===== config.mk =====
export PLATFORM = sky130hd
export DESIGN_NAME = trap_router
export DESIGN_NICKNAME = d
export VERILOG_FILES = /design/src/rtl/trap_router_pkg.sv /design/src/rtl/irq_select.sv /design/src/rtl/trap_route.sv /design/src/rtl/trap_router.sv
export SDC_FILE = /design/constraint.sdc
export NUM_CORES = 1
export LEC_CHECK = 0
export ABC_CLOCK_PERIOD_IN_PS = 7030
export BUFFER_PORTS_ARGS = -buffer_cell sky130_fd_sc_hd__buf_2
export CAP_MARGIN = 30
export CORE_AREA = 2 2 208 210
export DETAILED_ROUTE_END_ITERATION = 12
export DIE_AREA = 0 0 210 212
export HOLD_SLACK_MARGIN = 0.05
export SLEW_MARGIN = 30
export SYNTH_ARGS = -nofsm -noshare
export SYNTH_HDL_FRONTEND = slang
export SYNTH_HIERARCHICAL = 1
export SYNTH_SLANG_ARGS = --single-unit

===== constraint.sdc =====
create_clock -name clk -period 7.03 [get_ports clk]
set_input_delay 1.0545 -clock clk [delete_from_list [all_inputs] [get_ports clk]]
set_output_delay 1.0545 -clock clk [all_outputs]
set_load 0.05 [all_outputs]

===== src/rtl/trap_router_pkg.sv =====
package trap_router_pkg;
    localparam logic [1:0] PRV_U = 2'd0;
    localparam logic [1:0] PRV_S = 2'd1;
    localparam logic [1:0] PRV_H = 2'd2;
    localparam logic [1:0] PRV_M = 2'd3;

    localparam logic [2:0] DBG_WHY_SWBP = 3'd1;

    typedef struct packed {
        logic       mie;
        logic       sie;
        logic       mpie;
        logic       spie;
        logic [1:0] mpp;
        logic       spp;
    } stat_t;
endpackage


===== src/rtl/irq_select.sv =====
module irq_select
    import trap_router_pkg::*;
#(
    parameter int XLEN = 32,
    localparam int IW = $clog2(XLEN)
) (
    input  logic [XLEN-1:0] pend,
    input  logic [XLEN-1:0] deleg,
    input  logic [1:0]      prv,
    input  logic            mie,
    input  logic            sie,
    output logic            any,
    output logic [IW-1:0]   idx
);
    logic            m_ok;
    logic            s_ok;
    logic [XLEN-1:0] live;

    always_comb begin
        m_ok = (prv != PRV_M) || mie;
        s_ok = (prv == PRV_U) || ((prv == PRV_S) && sie);
        live = pend & ((~deleg & {XLEN{m_ok}}) | (deleg & {XLEN{s_ok}}));
        any  = |live;
        idx  = '0;
        for (int i = XLEN - 1; i >= 0; i--) begin
            if (live[i]) idx = IW'(i);
        end
    end
endmodule


===== src/rtl/trap_route.sv =====
module trap_route
    import trap_router_pkg::*;
#(
    parameter int XLEN = 32,
    localparam int IW = $clog2(XLEN)
) (
    input  logic            is_irq,
    input  logic [IW-1:0]   irq_idx,
    input  logic [XLEN-1:0] exc_code,
    input  logic [XLEN-1:0] irq_deleg,
    input  logic [XLEN-1:0] exc_deleg,
    input  logic [1:0]      prv,
    output logic            to_s,
    output logic [XLEN-1:0] cause
);
    localparam logic [XLEN-1:0] XL = XLEN;

    logic [XLEN-1:0] num;
    logic [XLEN-1:0] mask;

    always_comb begin
        num   = is_irq ? {{(XLEN-IW){1'b0}}, irq_idx} : exc_code;
        mask  = is_irq ? irq_deleg : exc_deleg;
        to_s  = ((prv == PRV_U) || (prv == PRV_S)) && (num < XL) && mask[num[IW-1:0]];
        cause = is_irq ? {1'b1, {(XLEN-1-IW){1'b0}}, irq_idx} : exc_code;
    end
endmodule


===== src/rtl/trap_router.sv =====
module trap_router
    import trap_router_pkg::*;
#(
    parameter int          XLEN     = 32,
    parameter logic [31:0] DBG_ROM  = 32'h0000_0800,
    parameter logic [31:0] DBG_EXC  = 32'h0000_0808,
    parameter int          BRK_CODE = 3,
    localparam int IW = $clog2(XLEN)
) (
    input  logic            clk,
    input  logic            rst_n,
    input  logic [XLEN-1:0] irq_pend,
    input  logic [XLEN-1:0] irq_deleg,
    input  logic [XLEN-1:0] exc_deleg,
    input  logic [XLEN-1:0] mvec_base,
    input  logic [XLEN-1:0] svec_base,
    input  logic            exc_valid,
    input  logic [XLEN-1:0] exc_code,
    input  logic [XLEN-1:0] exc_pc,
    input  logic            bad_valid,
    input  logic [XLEN-1:0] bad_addr,
    input  logic [3:0]      brk_dbg_en,
    input  logic            commit,
    input  logic            set_en,
    input  logic [1:0]      set_priv,
    input  logic            set_mie,
    input  logic            set_sie,
    input  logic            dbg_clr,
    output logic            trap_valid,
    output logic            dbg_enter,
    output logic [XLEN-1:0] next_pc,
    output logic [1:0]      priv,
    output logic            st_mie,
    output logic            st_sie,
    output logic            st_mpie,
    output logic            st_spie,
    output logic [1:0]      st_mpp,
    output logic            st_spp,
    output logic [XLEN-1:0] mcause,
    output logic [XLEN-1:0] mepc,
    output logic [XLEN-1:0] mbad,
    output logic [XLEN-1:0] scause,
    output logic [XLEN-1:0] sepc,
    output logic [XLEN-1:0] sbad,
    output logic [2:0]      dbg_cause,
    output logic [1:0]      dbg_prv,
    output logic [XLEN-1:0] dpc
);
    localparam logic [XLEN-1:0] BRK = XLEN'(BRK_CODE);

    typedef struct packed {
        logic [1:0]      prv;
        stat_t           st;
        logic [XLEN-1:0] mcause;
        logic [XLEN-1:0] mepc;
        logic [XLEN-1:0] mbad;
        logic [XLEN-1:0] scause;
        logic [XLEN-1:0] sepc;
        logic [XLEN-1:0] sbad;
        logic [2:0]      dwhy;
        logic [1:0]      dprv;
        logic [XLEN-1:0] dpc;
    } state_t;

    state_t state_d, state_q;

    logic            irq_any;
    logic [IW-1:0]   irq_idx;
    logic            to_s;
    logic [XLEN-1:0] cause_w;
    logic            brk_hit;
    logic            dbg_act;
    logic            old_ie;

    irq_select #(.XLEN(XLEN)) u_sel (
        .pend  (irq_pend),
        .deleg (irq_deleg),
        .prv   (state_q.prv),
        .mie   (state_q.st.mie),
        .sie   (state_q.st.sie),
        .any   (irq_any),
        .idx   (irq_idx)
    );

    trap_route #(.XLEN(XLEN)) u_route (
        .is_irq    (irq_any),
        .irq_idx   (irq_idx),
        .exc_code  (exc_code),
        .irq_deleg (irq_deleg),
        .exc_deleg (exc_deleg),
        .prv       (state_q.prv),
        .to_s      (to_s),
        .cause     (cause_w)
    );

    always_comb begin
        trap_valid = irq_any || exc_valid;
        brk_hit    = !irq_any && exc_valid && (exc_code == BRK) && brk_dbg_en[state_q.prv];
        dbg_act    = (state_q.dwhy != 3'd0);
        dbg_enter  = brk_hit;
        old_ie     = (state_q.prv == PRV_M) ? state_q.st.mie :
                     (state_q.prv == PRV_S) ? state_q.st.sie : 1'b0;
        if (brk_hit)      next_pc = XLEN'(DBG_ROM);
        else if (dbg_act) next_pc = XLEN'(DBG_EXC);
        else if (to_s)    next_pc = svec_base;
        else              next_pc = mvec_base;

        state_d = state_q;
        if (commit && trap_valid) begin
            if (brk_hit) begin
                state_d.dwhy = DBG_WHY_SWBP;
                state_d.dprv = state_q.prv;
                state_d.dpc  = exc_pc;
                state_d.prv  = PRV_M;
            end else if (!dbg_act) begin
                if (to_s) begin
                    state_d.scause  = cause_w;
                    state_d.sepc    = exc_pc;
                    if (bad_valid) state_d.sbad = bad_addr;
                    state_d.st.spie = old_ie;
                    state_d.st.spp  = state_q.prv[0];
                    state_d.st.sie  = 1'b0;
                    state_d.prv     = PRV_S;
                end else begin
                    state_d.mcause  = cause_w;
                    state_d.mepc    = exc_pc;
                    if (bad_valid) state_d.mbad = bad_addr;
                    state_d.st.mpie = old_ie;
                    state_d.st.mpp  = state_q.prv;
                    state_d.st.mie  = 1'b0;
                    state_d.prv     = PRV_M;
                end
            end
        end else if (!commit) begin
            if (set_en) begin
                state_d.prv    = (set_priv == PRV_H) ? PRV_U : set_priv;
                state_d.st.mie = set_mie;
                state_d.st.sie = set_sie;
            end
            if (dbg_clr) state_d.dwhy = 3'd0;
        end
    end

    always_ff @(posedge clk or negedge rst_n) begin
        if (!rst_n) begin
            state_q     <= '0;
            state_q.prv <= PRV_M;
        end else begin
            state_q <= state_d;
        end
    end

    assign priv      = state_q.prv;
    assign st_mie    = state_q.st.mie;
    assign st_sie    = state_q.st.sie;
    assign st_mpie   = state_q.st.mpie;
    assign st_spie   = state_q.st.spie;
    assign st_mpp    = state_q.st.mpp;
    assign st_spp    = state_q.st.spp;
    assign mcause    = state_q.mcause;
    assign mepc      = state_q.mepc;
    assign mbad      = state_q.mbad;
    assign scause    = state_q.scause;
    assign sepc      = state_q.sepc;
    assign sbad      = state_q.sbad;
    assign dbg_cause = state_q.dwhy;
    assign dbg_prv   = state_q.dprv;
    assign dpc       = state_q.dpc;

    assert_m_masked_R1: assert property (@(posedge clk) disable iff (!rst_n)
        (priv == PRV_M && !st_mie && !exc_valid) |-> !trap_valid);

    assert_s_masked_R2: assert property (@(posedge clk) disable iff (!rst_n)
        (priv == PRV_S && !st_sie && ((irq_pend & ~irq_deleg) == '0) && !exc_valid) |-> !trap_valid);

    assert_m_stays_R4: assert property (@(posedge clk) disable iff (!rst_n)
        (commit && trap_valid && !dbg_enter && !dbg_act && priv == PRV_M) |=> (priv == PRV_M));

    assert_ie_clear_R5: assert property (@(posedge clk) disable iff (!rst_n)
        (commit && trap_valid && !dbg_enter && !dbg_act) |=>
        ((priv == PRV_M && !st_mie) || (priv == PRV_S && !st_sie)));

    assert_dbg_entry_R6: assert property (@(posedge clk) disable iff (!rst_n)
        (commit && dbg_enter) |=> (priv == PRV_M && dbg_cause != 3'd0));

    assert_dbg_freeze_R7: assert property (@(posedge clk) disable iff (!rst_n)
        (commit && trap_valid && !dbg_enter && dbg_cause != 3'd0) |=>
        ($stable(priv) && $stable(mcause) && $stable(scause) && $stable(mepc) && $stable(sepc)));

    assert_bad_keep_R8: assert property (@(posedge clk) disable iff (!rst_n)
        (commit && !bad_valid) |=> ($stable(mbad) && $stable(sbad)));

    assert_h_map_R9: assert property (@(posedge clk) disable iff (!rst_n)
        (set_en && !commit && set_priv == PRV_H) |=> (priv == PRV_U));
endmodule


Yosys cells after proc, flatten, opt, wreduce, memory -nomap -nowiden. Cells that the tools add are included.

Register bits: 238. Output and inout bits: 272. Logic and storage cells: 131.

Order comparisons: 3. Equal/unequal tests: 12. Mux-type cells: 66. Bitwise gates (word level): 8. Reductions and logical operators: 26.

Operators by type and width (number): $mux 32 (8); $mux 201 (1); $mux 199 (1); $mux 96 (2); $mux 5 (32); $and 32x32->32 (3); $mux 37 (1); $eq 32x2->1 const B (1); $lt 32x6->1 const B (1); $not 32->32 (1); $or 32x32->32 (1); $reduce_or 32->1 (1); $reduce_and 5->1 (4); $mux 4 (3); $ne 2x2->1 const B (6); $mux 1 (9); $mux 3 (3); $mux 2 (4); $reduce_and 4->1 (2); $logic_and 1x1->1 (7); $lt 5x6->1 const B (1); $reduce_and 3->1 (2); $bmux 1 s5 (1); $eq 2x2->1 const B (2); 12 further kinds (18).

Depth between registers and ports, before layout. Gate-level depths: netlist of run 1.

Depth after elaboration: 46. Mapped depth: 24.

Hierarchy. Netlist of run 1, hierarchy kept.

Modules (own cells, without submodules): trap_router (times used 1, cells each 615, area an instance 9516.6 µm², sequential area each 5908.2 µm²); irq_select (times used 1, cells each 171, area an instance 1059.8 µm², sequential area each 0.0 µm²); trap_route (times used 1, cells each 130, area an instance 988.4 µm², sequential area each 0.0 µm²).

Worst setup path after synthesis of run 1. Ideal clock, no wire load.

Path kind: reg2out. Start point: reg, netlist name priv[0]. End point: out next_pc[0]. Data arrival time: 5.006 ns. Required time: 5.975 ns. Setup slack: 0.969 ns. Cell stages (with the launch flop): 20. Cells stage by stage: dfstp_2 -> nor2b_4 -> buf_6 -> buf_6 -> a21boi_1 -> and2_1 -> o2111a_1 -> a2111oi_1 -> o21ai_1 -> a21oi_1 -> mux2i_4 -> inv_4 -> nand2_1 -> o21ai_0 -> o41ai_2 -> o32ai_1 -> clkbuf_1 -> clkbuf_1 -> mux2i_1 -> nor2_1.

Cells in the longest elaborated chain, start to end: 45. Elaborated cells between the ends (all ways): 60. Classes of those cells: 1 x order compare; 2 x eq/ne; 41 x mux; 4 x bitwise; 12 x reduce/logical.

Ends and longest elaborated chain: $eq 2x1->1 (RTL line irq_select.sv:21) `s_ok = (prv == PRV_U) || ((prv == PRV_S) && sie);`; $logic_and 1x1->1 (RTL line irq_select.sv:21); $logic_or 1x1->1 (RTL line irq_select.sv:21); $and 32x32->32 (RTL line irq_select.sv:22) `live = pend & ((~deleg & {XLEN{m_ok}}) | (deleg & {XLEN{s_ok}}));`; $or 32x32->32 * (RTL line irq_select.sv:22); $and 32x32->32 * (RTL line irq_select.sv:22); $mux 5 (31 in a row) (RTL line irq_select.sv:26) `if (live[i]) idx = IW'(i);`; $mux 5 * (RTL line irq_select.sv:26); net irq_idx[0] (RTL line trap_router.sv:68) `logic [IW-1:0] irq_idx;`; $mux 32 * (RTL line trap_route.sv:22) `num = is_irq ? {{(XLEN-IW){1'b0}}, irq_idx} : exc_code;`; $lt 32x6->1 / $bmux 1 s5 (equally long branches) (RTL line trap_route.sv:24) `to_s = ((prv == PRV_U) || (prv == PRV_S)) && (num < XL) && mask[num[IW-1:0]];`; $logic_and 1x1->1 / $mux 1 (equally long branches) (RTL line trap_route.sv:24); $logic_and 1x1->1 * (RTL line trap_route.sv:24); net to_s (RTL line trap_router.sv:69) `logic to_s;`; $mux 32 * (RTL line trap_router.sv:105) `else if (to_s) next_pc = svec_base;`; $mux 32 * (RTL line trap_router.sv:104) `else if (dbg_act) next_pc = XLEN'(DBG_EXC);`; $mux 32 * (RTL line trap_router.sv:103) `if (brk_hit) next_pc = XLEN'(DBG_ROM);`; end, declared (RTL line trap_router.sv:31) `output logic [XLEN-1:0] next_pc,`.

The timed path passes the listed nets; every way through them passes the cells marked *. The select of a mux whose other input is x is not followed.

Worst setup path after layout of run 1.
Start point: reg, netlist name priv[0]. End point: out next_pc[19].

Elaborated cells between the ends (all ways): 60. Classes of those cells: 1 x order compare; 2 x eq/ne; 41 x mux; 4 x bitwise; 12 x reduce/logical.

RTL lines: $eq 2x1->1 (RTL line irq_select.sv:21); $logic_and 1x1->1 (RTL line irq_select.sv:21); $logic_or 1x1->1 (RTL line irq_select.sv:21); $and 32x32->32 (RTL line irq_select.sv:22); $or 32x32->32 * (RTL line irq_select.sv:22); $and 32x32->32 * (RTL line irq_select.sv:22); $reduce_or 32->1 * (RTL line irq_select.sv:23) `any = |live;`; net irq_any (RTL line trap_router.sv:67) `logic irq_any;`; $mux 32 (on tied branches) (RTL line trap_route.sv:22, trap_route.sv:23); $lt 32x6->1 / $bmux 1 s5 (equally long branches) (RTL line trap_route.sv:24); $logic_and 1x1->1 / $mux 1 (equally long branches) (RTL line trap_route.sv:24); $logic_and 1x1->1 * (RTL line trap_route.sv:24); net to_s (RTL line trap_router.sv:69); $mux 32 * (RTL line trap_router.sv:105); $mux 32 * (RTL line trap_router.sv:104); $mux 32 * (RTL line trap_router.sv:103).

Marks and branches as above.

==> qor.log, run 1 <==
qor: power.power.share.sequential 0.257
qor: synth.synth.largest_area_cell dfrtp_1
qor: synth.netlist_top_cells_count dfrtp_1, mux2_2, nor2_1, mux2i_1, nand2_1
qor: place.routability_driven_placement_congestion_ratio 0.944
qor: floorplan.placeableCoreArea 42500 um^2
qor: synth.netlist_top_cells_area dfrtp_1, mux2_2, mux2i_1
qor: synth.synthAdderAreaFrac 0
qor: worst_setup_path.worstSetupStartpointType flop
qor: synth.synth_xor_area_frac 0
qor: power.comb_power_share 0.557
qor: sta.final.setup_skew 0.0140 ns
qor: drt.wl_per_cell 21.2 um
qor: sta.fmaxAchievable 0.153 GHz
qor: finish.num-nets-final 1724
qor: floorplan.die-area 44500 um^2
qor: synth.synth_cell_type_count 79
qor: cts.post-cts-setup-buffers 0
qor: power.cellLeakagePower 7.91 nW
qor: synth.synth_largest_type_area_fraction 0.506
qor: power.power.clock.fraction 0.186
qor: synth.ys_seq_elements 236
qor: sta.finalSetupViolations 0
qor: sta.rsz0062_at_grt no
qor: floorplan.rows 76
qor: global_routing.grt_first_pass_wirelength 62.4 mm
qor: power.sw_frac_of_total 0.495
qor: synth.synthesis.yosys.warnings 6
qor: worst_setup_path.worst-endpoint-arrival 5.50 ns
qor: floorplan.fp.dieH 212 um
qor: synth.synth-main-ff-cell dfrtp_1
qor: cts.clk_path_buf_depth 3
qor: worst_setup_path.master_of_the_slowest_instance_on_the_critical_path nor2b_2
qor: drt.avgViaCountPerCell 4.89
qor: power.cellInternalPower 4.00 mW
qor: floorplan.die_width 210 um
qor: worst_setup_path.timing.critical_path.buf_inv 3
qor: synth.synth.yosys.seq_area_share 0.511
qor: power.post-layout-total-power 7.92 mW
qor: drt.via_count 9901
qor: worst_setup_path.maximum_fanout_along_the_worst_path 30
qor: floorplan.initial_utilization 0.272
qor: sta.hold_viol 0
qor: worst_setup_path.reg2reg_slack 1.31 ns
qor: cts.clk_root_buffer_cell clkbuf_16
qor: cts.post_cts_resize_count 0
qor: global_routing.global_route.overflow_total 0
qor: cts.clock_sinks 236
qor: synth.synth-simple-area-share 0.0991
qor: finish.layout.core_utilization 0.373
qor: power.netSwitchingPower 3.92 mW
qor: worst_setup_path.rr_endpoint mepc[24]
qor: synth.synthesis.area 11600 um^2
qor: worst_hold_path.hp-class in -> async
qor: synth.yosys-mux-area-fraction 0.283
qor: global_routing.grt_start_max_net_pins 121
qor: outcome.run_status finished, final reports clean
qor: cts.cts.clk_slew.worst_paths 0.06 ns
qor: cts.clkLatencyLatePin 0.55 ns
qor: worst_setup_path.critical_path_class reg -> out
qor: finish.drive_above_1_share 0.592
qor: cts.cts_tree done
qor: place.dp.cells 1967
qor: synth.post_synth_edffs 0
qor: worst_setup_path.critPathMaxStageDelay 0.64 ns
qor: sta.finalMaxSlewViolations 0
qor: synth.postSynth.asyncResetShare 1.00
qor: sta.worst-slew-pin-transition 0.926 ns
qor: sta.timing.final.crit_share 0.932
qor: synth.dominant_combinational_cell_family_by_area_after_synthesis multiplexers
qor: cts.cts_inserted_buffers 27
qor: sta.min_period 6.55 ns
qor: synth.syn-instance-count 916
qor: sta.timing.hold.ws 0.371 ns
qor: place.io_buffers 540
qor: synth.synth_compound_area_frac 0.0734
qor: worst_setup_path.worstSetupEndpointType primary output
qor: worst_setup_path.critical_path.top_delay_family simple AND/OR/NAND/NOR gates
qor: drt.drt-initial-drc-count 577
qor: drt.dr.pass1.iters 5
qor: cts.postCtsHoldBufs 0
qor: finish.layoutNonFillerInstCount 2024
qor: drt.drt.antenna.violating_nets 0
qor: cts.cts-htree-levels 1
qor: finish.flow.area_growth_from_synthesis 37.0%
qor: floorplan.io_pins 543
qor: synth.synth.most_common_cell dfrtp_1
qor: power.powerDensity 500 nW/um^2
qor: worst_setup_path.crit_chain nor2b_2 > nand2_1 > a32oi_1 > nand3_1 > or2_1 > nor3b_2 > nand2_2 > mux2i_4 > inv_4 > nor3b_2 > a31oi_1 > nand4_1 > o41ai_2 > o32ai_4 > buf_4 > mux2i_1 > nor2_1 > buf_2
qor: global_routing.grt.total_usage 0.183
qor: power.peakVddDrop 0.358 mV
qor: place.detailedPlacementHpwl 32.7 mm
qor: worst_setup_path.path_common_cell nor3b_2
qor: sta.totalNegativeSetupSlack 0 ns
qor: sta.relSlewSlack 0.382
qor: synth.post_synth.cell_area_avg 12.6 um^2
qor: drt.route.final.wire_length 42.8 mm
qor: worst_setup_path.critical_path.reg2reg.startpoint priv[0]
qor: worst_setup_path.rr_worst_depth 17
qor: worst_setup_path.crit_required 5.98 ns
qor: job.maxCapViolations 0
qor: drt.post-route-drc-count 0
qor: global_routing.antenna_found_initial 10
qor: global_routing.first_global_vias 10113
[metrics by stage]
stage	setup WS (ns)	cell area, um^2
6_report	0.477	15800
5_1_grt	0.0869	15800
4_1_cts	0.322	15800
3_5_place_dp	0.949	14900
3_3_place_gp	1.18	14900
2_1_floorplan	0.969	11600
[placed cells by master, fill, tap and decap left out, drive strengths merged, types with 3 or more instances in the layout]
master	n
a31oi	9
a21oi	11
o22ai	5
mux4	8
o21a	3
o21ai	44
nor2	46
diode	5
dfrtp	234
buf	556
nand4	9
nand2	39
a21boi	10
a32oi	8
nand3	25
or2	3
nor3b	3
nand2b	7
bufinv	4
mux2i	41
nor4	15
mux2	237
clkinv	6
a211oi	4
clkbuf	35
nor3	5
and3	10
inv	12
nor2b	39
[power groups by stage]
stage               clock network [mW]  logic [mW]  registers [mW]
floorplan                            0        1.81            3.52
global placement                     0        4.39            2.03
detailed placement                   0        4.42            2.05
CTS                               1.52        4.43            2.04
global route                      1.58        4.62            2.09
finish                            1.47        4.41            2.04
[metal layers]
metal  vias up  GRT usage  share of wire  wire [um]
met5         -          0        0.00063         27
met4         4     0.0553          0.023        991
met3        66     0.0516          0.080       3440
met2       472      0.309           0.49      20800
met1      4908      0.228           0.41      17600
li1       4451          -              -          -
[flip-flops by register name (all words and copies together) (netlist names), 2 cells and up]
register	count
mbad	32
sepc	32
dbg_prv	2
sbad	32
mcause	32
scause	32
priv	2
mepc	32
st_mpp	2
dpc	32
[how the worst max path moves through the flow]
stage / start / endpoint / slack [ns] / depth (start not counted)
finish: priv[0] / next_pc[19] / 0.48 / 18
global route: priv[0] / next_pc[21] / 0.09 / 18
CTS: priv[0] / next_pc[9] / 0.32 / 18
detailed placement: priv[0] / next_pc[9] / 0.95 / 18
global placement: priv[0] / next_pc[31] / 1.18 / 18
floorplan: priv[0] / next_pc[0] / 0.97 / 19
[area by class of cell]
type | instances | area, um^2
antenna | 5 | 12.5
clock buffer | 35 | 736
clock inverter | 14 | 194
fill | 4192 | 26700
inverter | 10 | 40.0
multi-input combinational | 622 | 5360
sequential | 236 | 5910
tap | 546 | 683
timing repair buffer | 556 | 2900
[kinds of logic after synthesis]
group | after synthesis
multiplexers | 286
flip-flops | 236
AND/OR/NAND/NOR | 209
AO/OA/AOI/OAI | 123
buffers and inverters | 61
other | 1
Power figures use the tool's default switching activity.
==> inputs of run 2 (changes only) <==
--- a/config.mk
+++ b/config.mk
@@ -8,12 +8,11 @@
 export ABC_CLOCK_PERIOD_IN_PS = 7030
 export BUFFER_PORTS_ARGS = -buffer_cell sky130_fd_sc_hd__buf_2
 export CAP_MARGIN = 30
-export CORE_AREA = 2 2 208 210
+export CORE_AREA = 2 2 209 211
 export DETAILED_ROUTE_END_ITERATION = 12
-export DIE_AREA = 0 0 210 212
+export DIE_AREA = 0 0 211 213
 export HOLD_SLACK_MARGIN = 0.05
 export SLEW_MARGIN = 30
 export SYNTH_ARGS = -nofsm -noshare
 export SYNTH_HDL_FRONTEND = slang
-export SYNTH_HIERARCHICAL = 1
 export SYNTH_SLANG_ARGS = --single-unit
==> run 2 against run 1 <==
  * Sequential cell count unchanged
  * Core utilization up 0.30 points
  * Setup slack worse by 0.26 ns
  * Global-route usage about the same
  * Fmax down 3.8%
  * Clock-buffer cell count up 6
  * Cell area up 1.2%
  * Cell count up 4.8%
  * First-iteration DRC count up 8.1%
  * Combinational power up 13%
  * Sequential share of layout area down 0.44 points
  * Non-clock buffer count up 8
  * Critical endpoint is now next_pc[3]
==> qor.log, run 2 <==
qor: outcome.run_status finished, final reports clean
qor: sta.hold_viol 0
qor: floorplan.initial_utilization 0.278
qor: drt.drt.antenna.violating_nets 0
qor: cts.postCtsHoldBufs 0
qor: floorplan.fp.dieH 213 um
qor: worst_setup_path.worst-endpoint-arrival 5.75 ns
qor: sta.worst-slew-pin-transition 0.856 ns
qor: cts.clkLatencyLatePin 0.55 ns
qor: worst_setup_path.master_of_the_slowest_instance_on_the_critical_path dfstp_4
qor: drt.drt-initial-drc-count 624
qor: floorplan.die_width 211 um
qor: place.placement.cell_area 15100 um^2
qor: drt.avgViaCountPerCell 4.99
qor: place.detailedPlacementHpwl 32.8 mm
qor: global_routing.global_route.overflow_total 0
qor: power.peakVddDrop 0.412 mV
qor: place.dp.cells 2071
qor: worst_setup_path.critical_path_class reg -> out
qor: floorplan.die-area 44900 um^2
qor: worst_setup_path.maximum_fanout_along_the_worst_path 31
qor: synth.post_synth.cell_area_avg 11.5 um^2
qor: finish.num-nets-final 1828
qor: synth.netlist_top_cells_area dfrtp_1, mux2_2, mux2_1
qor: sta.finalSetupViolations 0
qor: job.maxCapViolations 0
qor: synth.synth.largest_area_cell dfrtp_1
qor: finish.most_frequent_cells_in_the_layout buf_2, dfrtp_1, mux2_2
qor: synth.postSynth.asyncResetShare 1.00
qor: sta.final.setup_skew 0.0128 ns
qor: finish.nFillCells 4266
qor: drt.route.final.wire_length 43.5 mm
qor: global_routing.antenna_found_initial 0
qor: cts.cts_inserted_buffers 27
qor: finish.drive_above_1_share 0.497
qor: drt.dr.pass1.iters 5
qor: power.post-layout-total-power 8.37 mW
qor: floorplan.placeableCoreArea 42700 um^2
qor: global_routing.grt_first_pass_wirelength 64.1 mm
qor: drt.via_count 10580
qor: sta.fmaxAchievable 0.147 GHz
qor: sta.relSlewSlack 0.428
qor: cts.cts_tree done
qor: global_routing.gr-usage-met1 0.238
qor: global_routing.met3_capacity_usage_during_global_routing 0.0400
qor: cts.clock_sinks 236
qor: finish.antenna-diode-count 0
qor: global_routing.grt_start_max_net_pins 100
qor: global_routing.layer_with_the_highest_usage met2
qor: finish.mostFrequentLayoutCell buf_2
qor: synth.synthesis.yosys.warnings 0
qor: cts.cts.clk_slew.worst_paths 0.06 ns
qor: finish.stdcell_area 16000 um^2
qor: sta.min_period 6.81 ns
qor: worst_setup_path.worstSetupEndpointType primary output
qor: power.cellLeakagePower 7.94 nW
qor: worst_setup_path.crit_required 5.98 ns
qor: finish.flow.area_growth_from_synthesis 35.1%
qor: synth.synth-main-ff-cell dfrtp_1
qor: worst_setup_path.critical_path.top_delay_family simple AND/OR/NAND/NOR gates
qor: power.powerDensity 522 nW/um^2
qor: finish.ff_latch_area 5910 um^2
qor: finish.layoutNonFillerInstCount 2121
qor: drt.wl_per_cell 20.5 um
qor: place.detailedPlace.worstSlack 0.505 ns
qor: global_routing.grt.total_usage 0.183
qor: synth.syn-instance-count 1030
qor: worst_setup_path.crit_chain nor2b_2 > buf_4 > o21ai_0 > a32oi_1 > nand4_2 > or4_4 > nor2_4 > or2_4 > mux2_1 > a311oi_2 > o31ai_4 > buf_6 > buf_4 > or4_1 > o311a_1 > buf_2
qor: floorplan.rows 76
qor: sta.rsz0062_at_grt no
qor: worst_hold_path.hp-class reg -> reg
qor: sta.finalMaxSlewViolations 0
qor: floorplan.io_pins 543
qor: sta.layout_setup_ws 0.221 ns
qor: worst_setup_path.critPathMaxStageDelay 0.73 ns
qor: worst_setup_path.timing.critical_path.buf_inv 4
qor: global_routing.globalRouteMet2Util 0.306
qor: sta.totalNegativeSetupSlack 0 ns
qor: synth.synth_largest_type_area_fraction 0.493
qor: synth.synth_cell_type_count 85
qor: worst_setup_path.path_common_cell buf_4
qor: drt.post-route-drc-count 0
qor: place.routability_driven_placement_congestion_ratio 0.925
qor: synth.synth.yosys.seq_area_share 0.498
qor: place.io_buffers 540
qor: global_routing.first_global_vias 10611
qor: synth.ys_seq_elements 236
qor: worst_setup_path.worstSetupStartpointType flop
qor: sta.timing.final.crit_share 0.969
qor: finish.area_of_combinational_cells_with_multiple_inputs 5530 um^2
qor: synth.synth.most_common_cell dfrtp_1
qor: cts.clk_root_buffer_cell clkbuf_16
qor: synth.netlist_top_cells_count dfrtp_1, mux2_2, nand2_1, mux2_1, o21ai_0
qor: synth.synthesis.area 11900 um^2
qor: cts.cts-htree-levels 1
qor: synth.post_synth_edffs 0
qor: cts.clk_path_buf_depth 3
run 2: cell families after synthesis:
family                 Yosys count  share of synthesized area
muxes                          227                      0.216
DFF                            236                      0.498
AOI/OAI and AO/OA              207                      0.124
buffers and inverters          103                     0.0452
other                            1                   0.000316
and+or+nand+nor                256                      0.117
run 2: worst paths after layout:
kind | startpoint | endpoint | slack (ns) | depth (start not counted)
max | priv[0] | next_pc[3] | 0.22 | 16
min | scause[2] | scause[2] | 0.48 | 1
max reg2reg | priv[0] | sepc[17] | 1.11 | 15
min reg2reg | scause[2] | scause[2] | 0.48 | 1
max in group asynchronous | rst_n | sbad[14] | 5.12 | 2
min in group asynchronous | rst_n | scause[19] | 0.53 | 1
run 2: final cells by class:
class | instances | area share
inverters | 34 | 0.00796
repair buffers | 564 | 0.184
clock inverters | 6 | 0.00335
multi-input cells | 694 | 0.345
well taps | 546 | 0.0426
clock buffers | 41 | 0.0491
flip-flops and latches | 236 | 0.369
run 2: per-layer routing:
layer  up-vias  routed length [um]
li1       4806                   -
met2       441               20900
met4         0                1330
met5         -                   0
met1      5248               18000
met3        85                3170
run 2: power by group:
group          internal (mW)  switching, mW
registers               1.79          0.229
logic                   1.41           3.59
clock network          0.773          0.578
run 2: repair_timing:
action,4_1_cts,5_1_grt
buffers inserted,0,1
gates resized for setup,1,8
setup endpoints to repair,1,32
pin swaps,1,3
cloned,1,1
run 2: stage by stage:
stage | hold WS, ns | util
6_report | 0.478 | 0.376
5_1_grt | 0.497 | 0.376
4_1_cts | 0.482 | 0.374
3_5_place_dp | 0.469 | 0.354
3_3_place_gp | 0.462 | 0.353
2_1_floorplan | 0.753 | -
run 2: worst reg2reg max path: cells and delay by family (launching register included):
kind | cells | cell delay [ns]
AOI/OAI and AO/OA | 4 | 1.14
DFF | 1 | 0.73
buffers and inverters | 3 | 1.00
and+or+nand+nor | 6 | 2.20
muxes | 2 | 0.74
==> inputs of run 3 (changes only) <==
--- a/config.mk
+++ b/config.mk
@@ -8,10 +8,13 @@
 export ABC_CLOCK_PERIOD_IN_PS = 7030
 export BUFFER_PORTS_ARGS = -buffer_cell sky130_fd_sc_hd__buf_2
 export CAP_MARGIN = 30
-export CORE_AREA = 2 2 209 211
+export CELL_PAD_IN_SITES_DETAIL_PLACEMENT = 0
+export CELL_PAD_IN_SITES_GLOBAL_PLACEMENT = 1
+export CORE_AREA = 2 2 214 216
 export DETAILED_ROUTE_END_ITERATION = 12
-export DIE_AREA = 0 0 211 213
+export DIE_AREA = 0 0 216 218
 export HOLD_SLACK_MARGIN = 0.05
+export PLACE_DENSITY_LB_ADDON = 0.1
 export SLEW_MARGIN = 30
 export SYNTH_ARGS = -nofsm -noshare
 export SYNTH_HDL_FRONTEND = slang
==> run 3 against run 2 <==
  * Combinational power barely moved
  * Fmax rose by 2.0%
  * Setup slack improved by 0.13 ns
  * Worst hold slack got worse by 0.0019 ns
  * Non-clock buffer count rose by 4
  * Wire length rose by 9.5%
  * Critical path type unchanged
  * Critical endpoint is now next_pc[16]
  * Largest power group unchanged
==> qor.log, run 3 (synthesis gave the netlist of run 2 again) <==
qor: finish.flow.area_growth_from_synthesis 35.8%
qor: drt.via_count 10412
qor: global_routing.grt_first_pass_wirelength 70.0 mm
qor: cts.postCtsHoldBufs 0
qor: floorplan.rows 78
qor: worst_setup_path.worstSetupStartpointType flop
qor: worst_hold_path.hp-class reg -> reg
qor: drt.post-route-drc-count 0
qor: sta.timing.final.crit_share 0.949
qor: power.post-layout-total-power 8.41 mW
qor: place.detailedPlace.worstSlack 0.649 ns
qor: cts.clock_sinks 236
qor: outcome.run_status finished, final reports clean
qor: sta.rsz0062_at_grt no
qor: finish.layout.core_utilization 0.359
qor: sta.final.setup_skew 0.0594 ns
qor: sta.relSlewSlack 0.311
qor: worst_setup_path.maximum_fanout_along_the_worst_path 37
qor: drt.avgViaCountPerCell 4.78
qor: global_routing.global_route.overflow_total 0
qor: finish.nFillCells 4721
qor: global_routing.grt.total_usage 0.195
qor: finish.mostFrequentLayoutCell buf_2
qor: drt.drt.antenna.violating_nets 0
qor: global_routing.antenna_found_initial 9
qor: global_routing.grt_start_max_net_pins 135
qor: finish.num-nets-final 1831
qor: floorplan.io_pins 543
qor: cts.clk_path_buf_depth 3
qor: drt.met2_length 23.3 mm
qor: drt.route.layer.met1.wl 19.0 mm
qor: place.io_buffers 540
qor: power.cellLeakagePower 7.96 nW
qor: drt.route.final.wire_length 47.6 mm
qor: sta.worst-slew-pin-transition 1.03 ns
qor: worst_setup_path.worst-endpoint-arrival 5.62 ns
qor: power.peakVddDrop 0.302 mV
qor: cts.cts.clk_slew.worst_paths 0.06 ns
qor: cts.cts-htree-levels 1
qor: cts.cts_tree done
qor: worst_setup_path.worstSetupEndpointType primary output
qor: sta.totalNegativeSetupSlack 0 ns
qor: floorplan.die-area 47100 um^2
qor: place.detailedPlacementHpwl 36.4 mm
qor: sta.finalSetupViolations 0
qor: cts.clk_root_buffer_cell clkbuf_16
qor: power.powerDensity 522 nW/um^2
qor: drt.drt-initial-drc-count 672
qor: worst_setup_path.critical_path_class reg -> out
qor: sta.layout_setup_ws 0.355 ns
qor: finish.drive_above_1_share 0.496
qor: sta.fmaxAchievable 0.150 GHz
qor: sta.hold_viol 0
qor: floorplan.die_width 216 um
qor: floorplan.initial_utilization 0.264
qor: global_routing.first_global_vias 10880
qor: cts.cts_inserted_buffers 28
qor: sta.finalMaxSlewViolations 0
qor: worst_setup_path.crit_required 5.98 ns
qor: drt.met3WireLength 3.77 mm
qor: drt.wl_per_cell 21.8 um
qor: floorplan.placeableCoreArea 44900 um^2
qor: finish.most_frequent_cells_in_the_layout buf_2, dfrtp_1, mux2_2
qor: floorplan.fp.dieH 218 um
qor: drt.highest-signal-layer met5
qor: drt.dr.pass1.iters 5
qor: sta.min_period 6.67 ns
qor: place.routability_driven_placement_congestion_ratio 0.862
qor: job.maxCapViolations 0
qor: cts.clkLatencyLatePin 0.59 ns
==> run 3: changes by cell type in the layout (fill, tap and decap cells not counted), sizes merged <==
cell      delta
clkbuf       -1
inv          -1
bufinv       +1
nand3b       -1
buf          +4
clkinvlp     -1
clkinv       +2
or4          -1
diode        +3
==> run 3: critical path: stages (launching register included) <==
cell and delay [ns]:
dfrtp_1 0.45, nand3b_4 0.44, and2_1 0.32, a32oi_1 0.38, nand4_1 0.16, a21o_1 0.19, a21oi_1 0.79, or2_1 0.38
mux2_1 0.37, a311oi_2 0.40, o31a_1 0.24, buf_6 0.27, nand3_1 0.13, a21oi_1 0.15, buf_2 0.28
==> run 3: path summary, 6_finish.rpt <==
check / from / to / slack, ns / cells after the start
worst max-delay path: st_mie / next_pc[16] / 0.36 / 14
worst min-delay path: sbad[20] / sbad[20] / 0.48 / 1
worst max register to register: st_mie / scause[20] / 1.12 / 14
worst min register to register: sbad[20] / sbad[20] / 0.48 / 1
max in group asynchronous: rst_n / sepc[7] / 5.25 / 2
min in group asynchronous: rst_n / scause[22] / 0.55 / 1
==> run 3: report_power, final <==
part	internal (mW)	total (mW)	leakage (nW)	switching [mW]
clock	0.829	1.42	0.437	0.590
sequential	1.79	2.00	2.98	0.210
combinational	1.38	4.99	4.54	3.60
==> run 3: repair_timing <==
| item | 4_1_cts | 5_1_grt |
|---|---|---|
| resized for setup | 0 | 4 |
| endpoints found under the setup margin | 0 | 32 |
| setup buffers | 0 | 5 |
==> run 3: final cells by class <==
cell class                      instances  area (um^2)  share of cell area
Multi-Input combinational cell        692         5480               0.340
Timing Repair Buffer                  568         2950               0.183
Sequential cell                       236         5910               0.367
Inverter                               34          128             0.00792
Antenna cell                            3         7.51            0.000466
Clock buffer                           40          806              0.0500
Tap cell                              600          751              0.0466
Clock inverter                          7         87.6             0.00543
==> run 3: layer usage <==
| layer | vias to the layer above | GRT usage |
|---|---|---|
| met5 | - | 0 |
| met4 | 12 | 0.0621 |
| met3 | 87 | 0.0653 |
| met2 | 367 | 0.331 |
| met1 | 5166 | 0.233 |
| li1 | 4780 | - |
==> run 3: metrics by stage <==
step | area [um^2] | instances | hold WS (ns)
2_1_floorplan | 11900 | 1031 | 0.753
5_1_grt | 16100 | 2180 | 0.493
3_5_place_dp | 15200 | 2125 | 0.469
3_3_place_gp | 15200 | 2125 | 0.464
4_1_cts | 16000 | 2172 | 0.482
6_report | 16100 | 2180 | 0.476
